--- config.mk ---
export PLATFORM = sky130hd
export DESIGN_NAME = dp_ram_pipe
export DESIGN_NICKNAME = d
export VERILOG_FILES = /design/src/rtl/dpr_pkg.sv /design/src/rtl/dpr_port_ctl.sv /design/src/rtl/dpr_array.sv /design/src/rtl/dpr_out_pipe.sv /design/src/rtl/dp_ram_pipe.sv
export SDC_FILE = /design/constraint.sdc
export NUM_CORES = 1
export LEC_CHECK = 0
export CELL_PAD_IN_SITES_DETAIL_PLACEMENT = 0
export CELL_PAD_IN_SITES_GLOBAL_PLACEMENT = 1
export CORE_MARGIN = 5
export CORE_UTILIZATION = 55
export CTS_BUF_LIST = sky130_fd_sc_hd__clkbuf_2 sky130_fd_sc_hd__clkbuf_4 sky130_fd_sc_hd__clkbuf_8
export CTS_CLUSTER_DIAMETER = 80
export CTS_CLUSTER_SIZE = 40
export DETAILED_ROUTE_END_ITERATION = 8
export DONT_BUFFER_PORTS = 1
export GPL_TIMING_DRIVEN = 0
export PLACE_DENSITY_LB_ADDON = 0.1
export SLEW_MARGIN = 10
export SYNTH_ARGS = -nofsm -noshare
export SYNTH_HDL_FRONTEND = slang
export SYNTH_HIERARCHICAL = 1
export SYNTH_SLANG_ARGS = --single-unit
--- constraint.sdc ---
create_clock -name clk -period 4 [get_ports clk]
set_input_delay 0.8 -clock clk [delete_from_list [all_inputs] [get_ports clk]]
set_output_delay 0.8 -clock clk [all_outputs]
set_load 0.1 [all_outputs]
--- src/rtl/dpr_pkg.sv ---
package dpr_pkg;

  // strobes from a port's control to the array read latch
  typedef struct packed {
    logic load;
    logic clr;
  } latchCtl_t;

  // strobes from a port's control to its output stages
  typedef struct packed {
    logic s1Load;
    logic s1Clr;
    logic s2Load;
    logic s2Clr;
  } stageCtl_t;

endpackage

--- src/rtl/dpr_port_ctl.sv ---
module dpr_port_ctl
  import dpr_pkg::*;
#(
  parameter bit OUT1      = 1'b0,
  parameter bit OUT2      = 1'b0,
  parameter bit USE_REGCE = 1'b0,
  parameter bit LATCH_CLR = 1'b0
) (
  input  logic      en,
  input  logic      regce,
  input  logic      rst,
  output latchCtl_t latchCtl,
  output stageCtl_t stageCtl
);

  localparam bit HAS_STAGE    = OUT1 || OUT2;
  localparam bit LATCH_RESETS = !HAS_STAGE || (OUT1 && !OUT2 && LATCH_CLR);

  logic stageCe;

  generate
    if (USE_REGCE) begin : g_regce
      assign stageCe = regce;
    end else begin : g_portce
      logic unusedRegce;
      assign unusedRegce = regce;
      assign stageCe     = en;
    end
  endgenerate

  always_comb begin
    latchCtl.load   = en;
    latchCtl.clr    = LATCH_RESETS && en && rst;
    stageCtl.s1Load = OUT1 && stageCe;
    stageCtl.s1Clr  = OUT1 && stageCe && rst;
    stageCtl.s2Load = OUT2 && stageCe;
    stageCtl.s2Clr  = OUT2 && stageCe && rst;
  end

endmodule

--- src/rtl/dpr_array.sv ---
module dpr_array
  import dpr_pkg::*;
#(
  parameter int                DATA_W  = 8,
  parameter int                ADDR_W  = 4,
  parameter logic [DATA_W-1:0] RST_VAL = '0
) (
  input  logic              clk,
  input  latchCtl_t         latchCtlA,
  input  logic              weA,
  input  logic [ADDR_W-1:0] addrA,
  input  logic [DATA_W-1:0] wdataA,
  output logic [DATA_W-1:0] latchA,
  input  latchCtl_t         latchCtlB,
  input  logic              weB,
  input  logic [ADDR_W-1:0] addrB,
  input  logic [DATA_W-1:0] wdataB,
  output logic [DATA_W-1:0] latchB
);

  localparam int DEPTH  = 1 << ADDR_W;
  localparam int NPORTS = 2;

  logic [DATA_W-1:0] mem [DEPTH];

  latchCtl_t         ctl   [NPORTS];
  logic              wr    [NPORTS];
  logic [ADDR_W-1:0] ad    [NPORTS];
  logic [DATA_W-1:0] wd    [NPORTS];
  logic [DATA_W-1:0] rdLat [NPORTS];

  assign ctl[0] = latchCtlA;
  assign ctl[1] = latchCtlB;
  assign wr[0]  = weA;
  assign wr[1]  = weB;
  assign ad[0]  = addrA;
  assign ad[1]  = addrB;
  assign wd[0]  = wdataA;
  assign wd[1]  = wdataB;

  // array update; same-address writes from both ports are undefined
  always_ff @(posedge clk) begin
    for (int p = 0; p < NPORTS; p++) begin
      if (ctl[p].load && wr[p]) mem[ad[p]] <= wd[p];
    end
  end

  generate
    for (genvar p = 0; p < NPORTS; p++) begin : g_latch
      always_ff @(posedge clk) begin
        if (ctl[p].clr)       rdLat[p] <= RST_VAL;
        else if (ctl[p].load) rdLat[p] <= wr[p] ? wd[p] : mem[ad[p]];
      end
    end
  endgenerate

  assign latchA = rdLat[0];
  assign latchB = rdLat[1];

endmodule

--- src/rtl/dpr_out_pipe.sv ---
module dpr_out_pipe
  import dpr_pkg::*;
#(
  parameter int                DATA_W  = 8,
  parameter bit                OUT1    = 1'b0,
  parameter bit                OUT2    = 1'b0,
  parameter logic [DATA_W-1:0] RST_VAL = '0
) (
  input  logic              clk,
  input  stageCtl_t         stageCtl,
  input  logic [DATA_W-1:0] latchQ,
  output logic [DATA_W-1:0] dout
);

  logic [DATA_W-1:0] s1Q;
  logic [DATA_W-1:0] s2Q;

  generate
    if (OUT1) begin : g_s1
      always_ff @(posedge clk) begin
        if (stageCtl.s1Clr)       s1Q <= RST_VAL;
        else if (stageCtl.s1Load) s1Q <= latchQ;
      end
    end else begin : g_no_s1
      logic [1:0] unusedS1;
      assign unusedS1 = {stageCtl.s1Load, stageCtl.s1Clr};
      assign s1Q      = latchQ;
    end

    if (OUT2) begin : g_s2
      always_ff @(posedge clk) begin
        if (stageCtl.s2Clr)       s2Q <= RST_VAL;
        else if (stageCtl.s2Load) s2Q <= s1Q;
      end
    end else begin : g_no_s2
      logic [1:0] unusedS2;
      assign unusedS2 = {stageCtl.s2Load, stageCtl.s2Clr};
      assign s2Q      = s1Q;
    end
  endgenerate

  assign dout = s2Q;

endmodule

--- src/rtl/dp_ram_pipe.sv ---
module dp_ram_pipe
  import dpr_pkg::*;
#(
  parameter int                DATA_W      = 8,
  parameter int                ADDR_W      = 4,
  parameter logic [DATA_W-1:0] RST_VAL     = '0,
  parameter bit                A_OUT1      = 1'b1,
  parameter bit                A_OUT2      = 1'b0,
  parameter bit                A_USE_REGCE = 1'b0,
  parameter bit                A_LATCH_CLR = 1'b0,
  parameter bit                B_OUT1      = 1'b1,
  parameter bit                B_OUT2      = 1'b1,
  parameter bit                B_USE_REGCE = 1'b1,
  parameter bit                B_LATCH_CLR = 1'b0
) (
  input  logic              clk,
  input  logic              enA,
  input  logic              weA,
  input  logic [ADDR_W-1:0] addrA,
  input  logic [DATA_W-1:0] wdataA,
  input  logic              regceA,
  input  logic              rstA,
  output logic [DATA_W-1:0] doutA,
  input  logic              enB,
  input  logic              weB,
  input  logic [ADDR_W-1:0] addrB,
  input  logic [DATA_W-1:0] wdataB,
  input  logic              regceB,
  input  logic              rstB,
  output logic [DATA_W-1:0] doutB
);

  latchCtl_t         latchCtlA, latchCtlB;
  stageCtl_t         stageCtlA, stageCtlB;
  logic [DATA_W-1:0] latchA, latchB;

  dpr_port_ctl #(
    .OUT1(A_OUT1), .OUT2(A_OUT2), .USE_REGCE(A_USE_REGCE), .LATCH_CLR(A_LATCH_CLR)
  ) i_ctlA (
    .en(enA), .regce(regceA), .rst(rstA), .latchCtl(latchCtlA), .stageCtl(stageCtlA)
  );

  dpr_port_ctl #(
    .OUT1(B_OUT1), .OUT2(B_OUT2), .USE_REGCE(B_USE_REGCE), .LATCH_CLR(B_LATCH_CLR)
  ) i_ctlB (
    .en(enB), .regce(regceB), .rst(rstB), .latchCtl(latchCtlB), .stageCtl(stageCtlB)
  );

  dpr_array #(
    .DATA_W(DATA_W), .ADDR_W(ADDR_W), .RST_VAL(RST_VAL)
  ) i_array (
    .clk(clk),
    .latchCtlA(latchCtlA), .weA(weA), .addrA(addrA), .wdataA(wdataA), .latchA(latchA),
    .latchCtlB(latchCtlB), .weB(weB), .addrB(addrB), .wdataB(wdataB), .latchB(latchB)
  );

  dpr_out_pipe #(
    .DATA_W(DATA_W), .OUT1(A_OUT1), .OUT2(A_OUT2), .RST_VAL(RST_VAL)
  ) i_pipeA (
    .clk(clk), .stageCtl(stageCtlA), .latchQ(latchA), .dout(doutA)
  );

  dpr_out_pipe #(
    .DATA_W(DATA_W), .OUT1(B_OUT1), .OUT2(B_OUT2), .RST_VAL(RST_VAL)
  ) i_pipeB (
    .clk(clk), .stageCtl(stageCtlB), .latchQ(latchB), .dout(doutB)
  );

endmodule

==> results.yml, run 1 <==
floorplan:
  ios: 49
  start_util_pct: 55.4
  die_w_um: 141
  row_count: 48
  dieArea_um2: 19900
  fp.dieH_um: 141
  core_um2: 17100
sta:
  final-hold-violation-count: 0
  setup_viol: 0
  min_period_over_period_pct: 72.4
  rsz0062_at_grt: "false"
  fin_tns_setup_ps: 0
  worst_slew_pin_slew_ps: 1220
  max_slew_margin_pct: 18.8
  maxSlewViolCount: 0
  period_minus_slack_ps: 2900
  timing.fmax_mhz: 345
  fin_skew_ps: 9.76
placed_design:
  gp_congestion: 0.997
  port_buffers: 0
  dp.cells: 929
  dp_hpwl_mm: 21.5
synthesis:
  syn_area_um2: 9450
  synth_warnings: 6
  synth_fp_nets: 737
  syn_area_per_cell_um2: 13.4
  netlist_instances: 704
power:
  comb_power_share_pct: 12.1
  p_leak_nw: 3.56
  swShare_pct: 28.2
  pwr-share-seq_pct: 53.7
  peakVddDrop_v: 0.000193
  p_switching_mw: 1.10
  power_density_nw_per_um2: 384
  intPower_mw: 2.80
  clkPwrFrac_pct: 34.1
clocking:
  clkTransAtPathRegs_ps: 90
  cts_hold_buf: 0
  clockBufferDepth: 2
  cts_setup_buffers: 0
  cts.sinks: 168
  clock-root-buffer: "clkbuf_8"
  cts-buffers-inserted: 17
  cts_tree: "done"
  htreeDepth: 4
  ctsResizeCount: 0
  clock_latency_ps: 480
cells_and_area:
  antennaDiodeCount: 0
  nFillCells: 1400
  nets: 756
  syn2layout_area_growth_pct: 7.44
  final_layout_size_suffix_gt1_share_pct: 32.6
  instances_no_fill: 961
setup_path:
  critPathKind: "input port to flop"
  slowest_stage: "o22ai_1"
  cp-start-kind: "input port"
  cp.arrival_ps: 2990
  cp_cell_sequence: "buf_2 > nor2b_1 > clkbuf_1 > nand3_1 > o22ai_1"
  worstPathMaxFanout: 10
  reg2reg_from: "i_array/mem[15][6]"
  startpoint: "addrA[3]"
  critical_path_required_ps: 4100
  critical-path-max-stage-delay_ps: 960
  end_kind: "flop"
drt:
  initialDrtViolationCount: 773
  dr.pass1.iters: 5
  drc: 0
  wl_per_cell_um: 31.6
  via_count: 6593
  detail_route.wirelength_mm: 30.3
  avgViaCountPerCell: 6.86
  ant_nets: 0
run_status:
  status: "finished, final reports clean"
worst_hold_path:
  hold_class: "flop to flop"
  worst_hold_startpoint: "i_array/rdLat[1][5]"
global_route:
  grt_pass1_wl_mm: 44.0
  grt_max_degree: 17
  track_usage_pct: 31.1
  grt_pass1_vias: 6720
  antenna_found_initial: 1
  grt_overflow: 0
run:
  max_cap_viol_count: 0
[critical path, delay by kind of cell]
kind | cells | cell delay (ps)
AO/OA/AOI/OAI | 1 | 960
buffers and inverters | 2 | 750
AND/OR/NAND/NOR | 2 | 480
[area by class of cell]
| type | instances | area (um^2) | area share [%] |
|---|---|---|---|
| multi-input cells | 452 | 4160 | 41.0 |
| clock inverters | 15 | 188 | 1.85 |
| inverters | 9 | 33.8 | 0.333 |
| plain buffers | 75 | 450 | 4.44 |
| well taps | 225 | 282 | 2.77 |
| flip-flops and latches | 168 | 4800 | 47.3 |
| clock buffers | 17 | 234 | 2.30 |
[flip-flops by register name (all words and copies together), names as in the netlist]
signal         count
i_array/mem      128
i_array/rdLat     16
i_pipeA/dout       8
i_pipeB/dout       8
i_pipeB/s1Q        8
[layer usage]
layer | up-vias | GRT usage [%] | part of all wire [%]
met5 | - | 0 | 0.040
met4 | 2 | 16.9 | 6.4
met3 | 97 | 7.33 | 9.9
met2 | 437 | 49.0 | 47
met1 | 3300 | 39.8 | 37
li1 | 2757 | - | -
[cells in the final DEF, fill, tap and decap left out, drive strengths merged, types with 10 or more instances in the layout]
cell / instances
nor2: 35
a211oi: 16
nand3: 10
nand2: 44
o22ai: 17
mux2i: 64
dfxtp: 24
edfxtp: 144
inv: 18
buf: 57
clkbuf: 35
mux4: 40
mux2: 104
o21ai: 45
[through the flow]
step	total power, mW	instance area, um^2	hold WS (ps)	util [%]	setup slack [ps]
3_3_place_gp	2.58	9730	459	57.1	589
4_1_cts	3.89	10200	494	59.5	1050
5_1_grt	4.01	10200	510	59.5	1120
2_1_floorplan	2.45	9450	456	-	1410
6_report	3.90	10200	489	59.5	1100
3_5_place_dp	2.59	9730	474	57.1	541
[final timing paths]
| check | end | slack [ps] | depth (start not counted) |
|---|---|---|---|
| hold reg to reg | i_pipeB/s1Q[5] | 490 | 2 |
| hold / removal | i_pipeB/s1Q[5] | 490 | 2 |
| setup reg to reg | i_array/rdLat[1][6] | 2170 | 3 |
| setup / recovery | i_array/mem[9][4] | 1100 | 5 |
[power groups by stage]
stage	Clock, mW	Combinational, mW	Sequential [mW]
floorplan	0	0.326	2.12
global placement	0	0.446	2.13
detailed placement	0	0.458	2.13
CTS	1.34	0.460	2.09
global route	1.42	0.493	2.10
finish	1.33	0.472	2.09
Power figures use the tool's default switching activity.
==> run 2, diff against run 1 <==
Clock period 4 ns to 2.7 ns, I/O delays scaled along.
==> results of run 2 <==
Same layout as run 1 (identical final DEF). Status: finished, final reports clean.
Main changes from that run: setup slack after placement 541 ps -> -499 ps; setup slack after layout 1100 ps -> 64.1 ps; hold slack 489 ps -> 269 ps; register-to-register setup slack 2170 ps -> 870 ps; end point of the worst hold path i_pipeB/s1Q[5] -> i_array/mem[3][3]; total power 3.90 mW -> 5.77 mW; worst IR drop on VDD 0.000193 V -> 0.000286 V
==> run 3, diff against run 2 <==
Settings changed: CTS_CLUSTER_DIAMETER 80 to not set.
==> results of run 3 <==
Same layout as run 1 (identical final DEF). Status: finished, final reports clean.
Main changes from that run: setup slack after placement 541 ps -> -499 ps; setup slack after layout 1100 ps -> 64.1 ps; hold slack 489 ps -> 269 ps; register-to-register setup slack 2170 ps -> 870 ps; end point of the worst hold path i_pipeB/s1Q[5] -> i_array/mem[3][3]; total power 3.90 mW -> 5.77 mW; worst IR drop on VDD 0.000193 V -> 0.000286 V
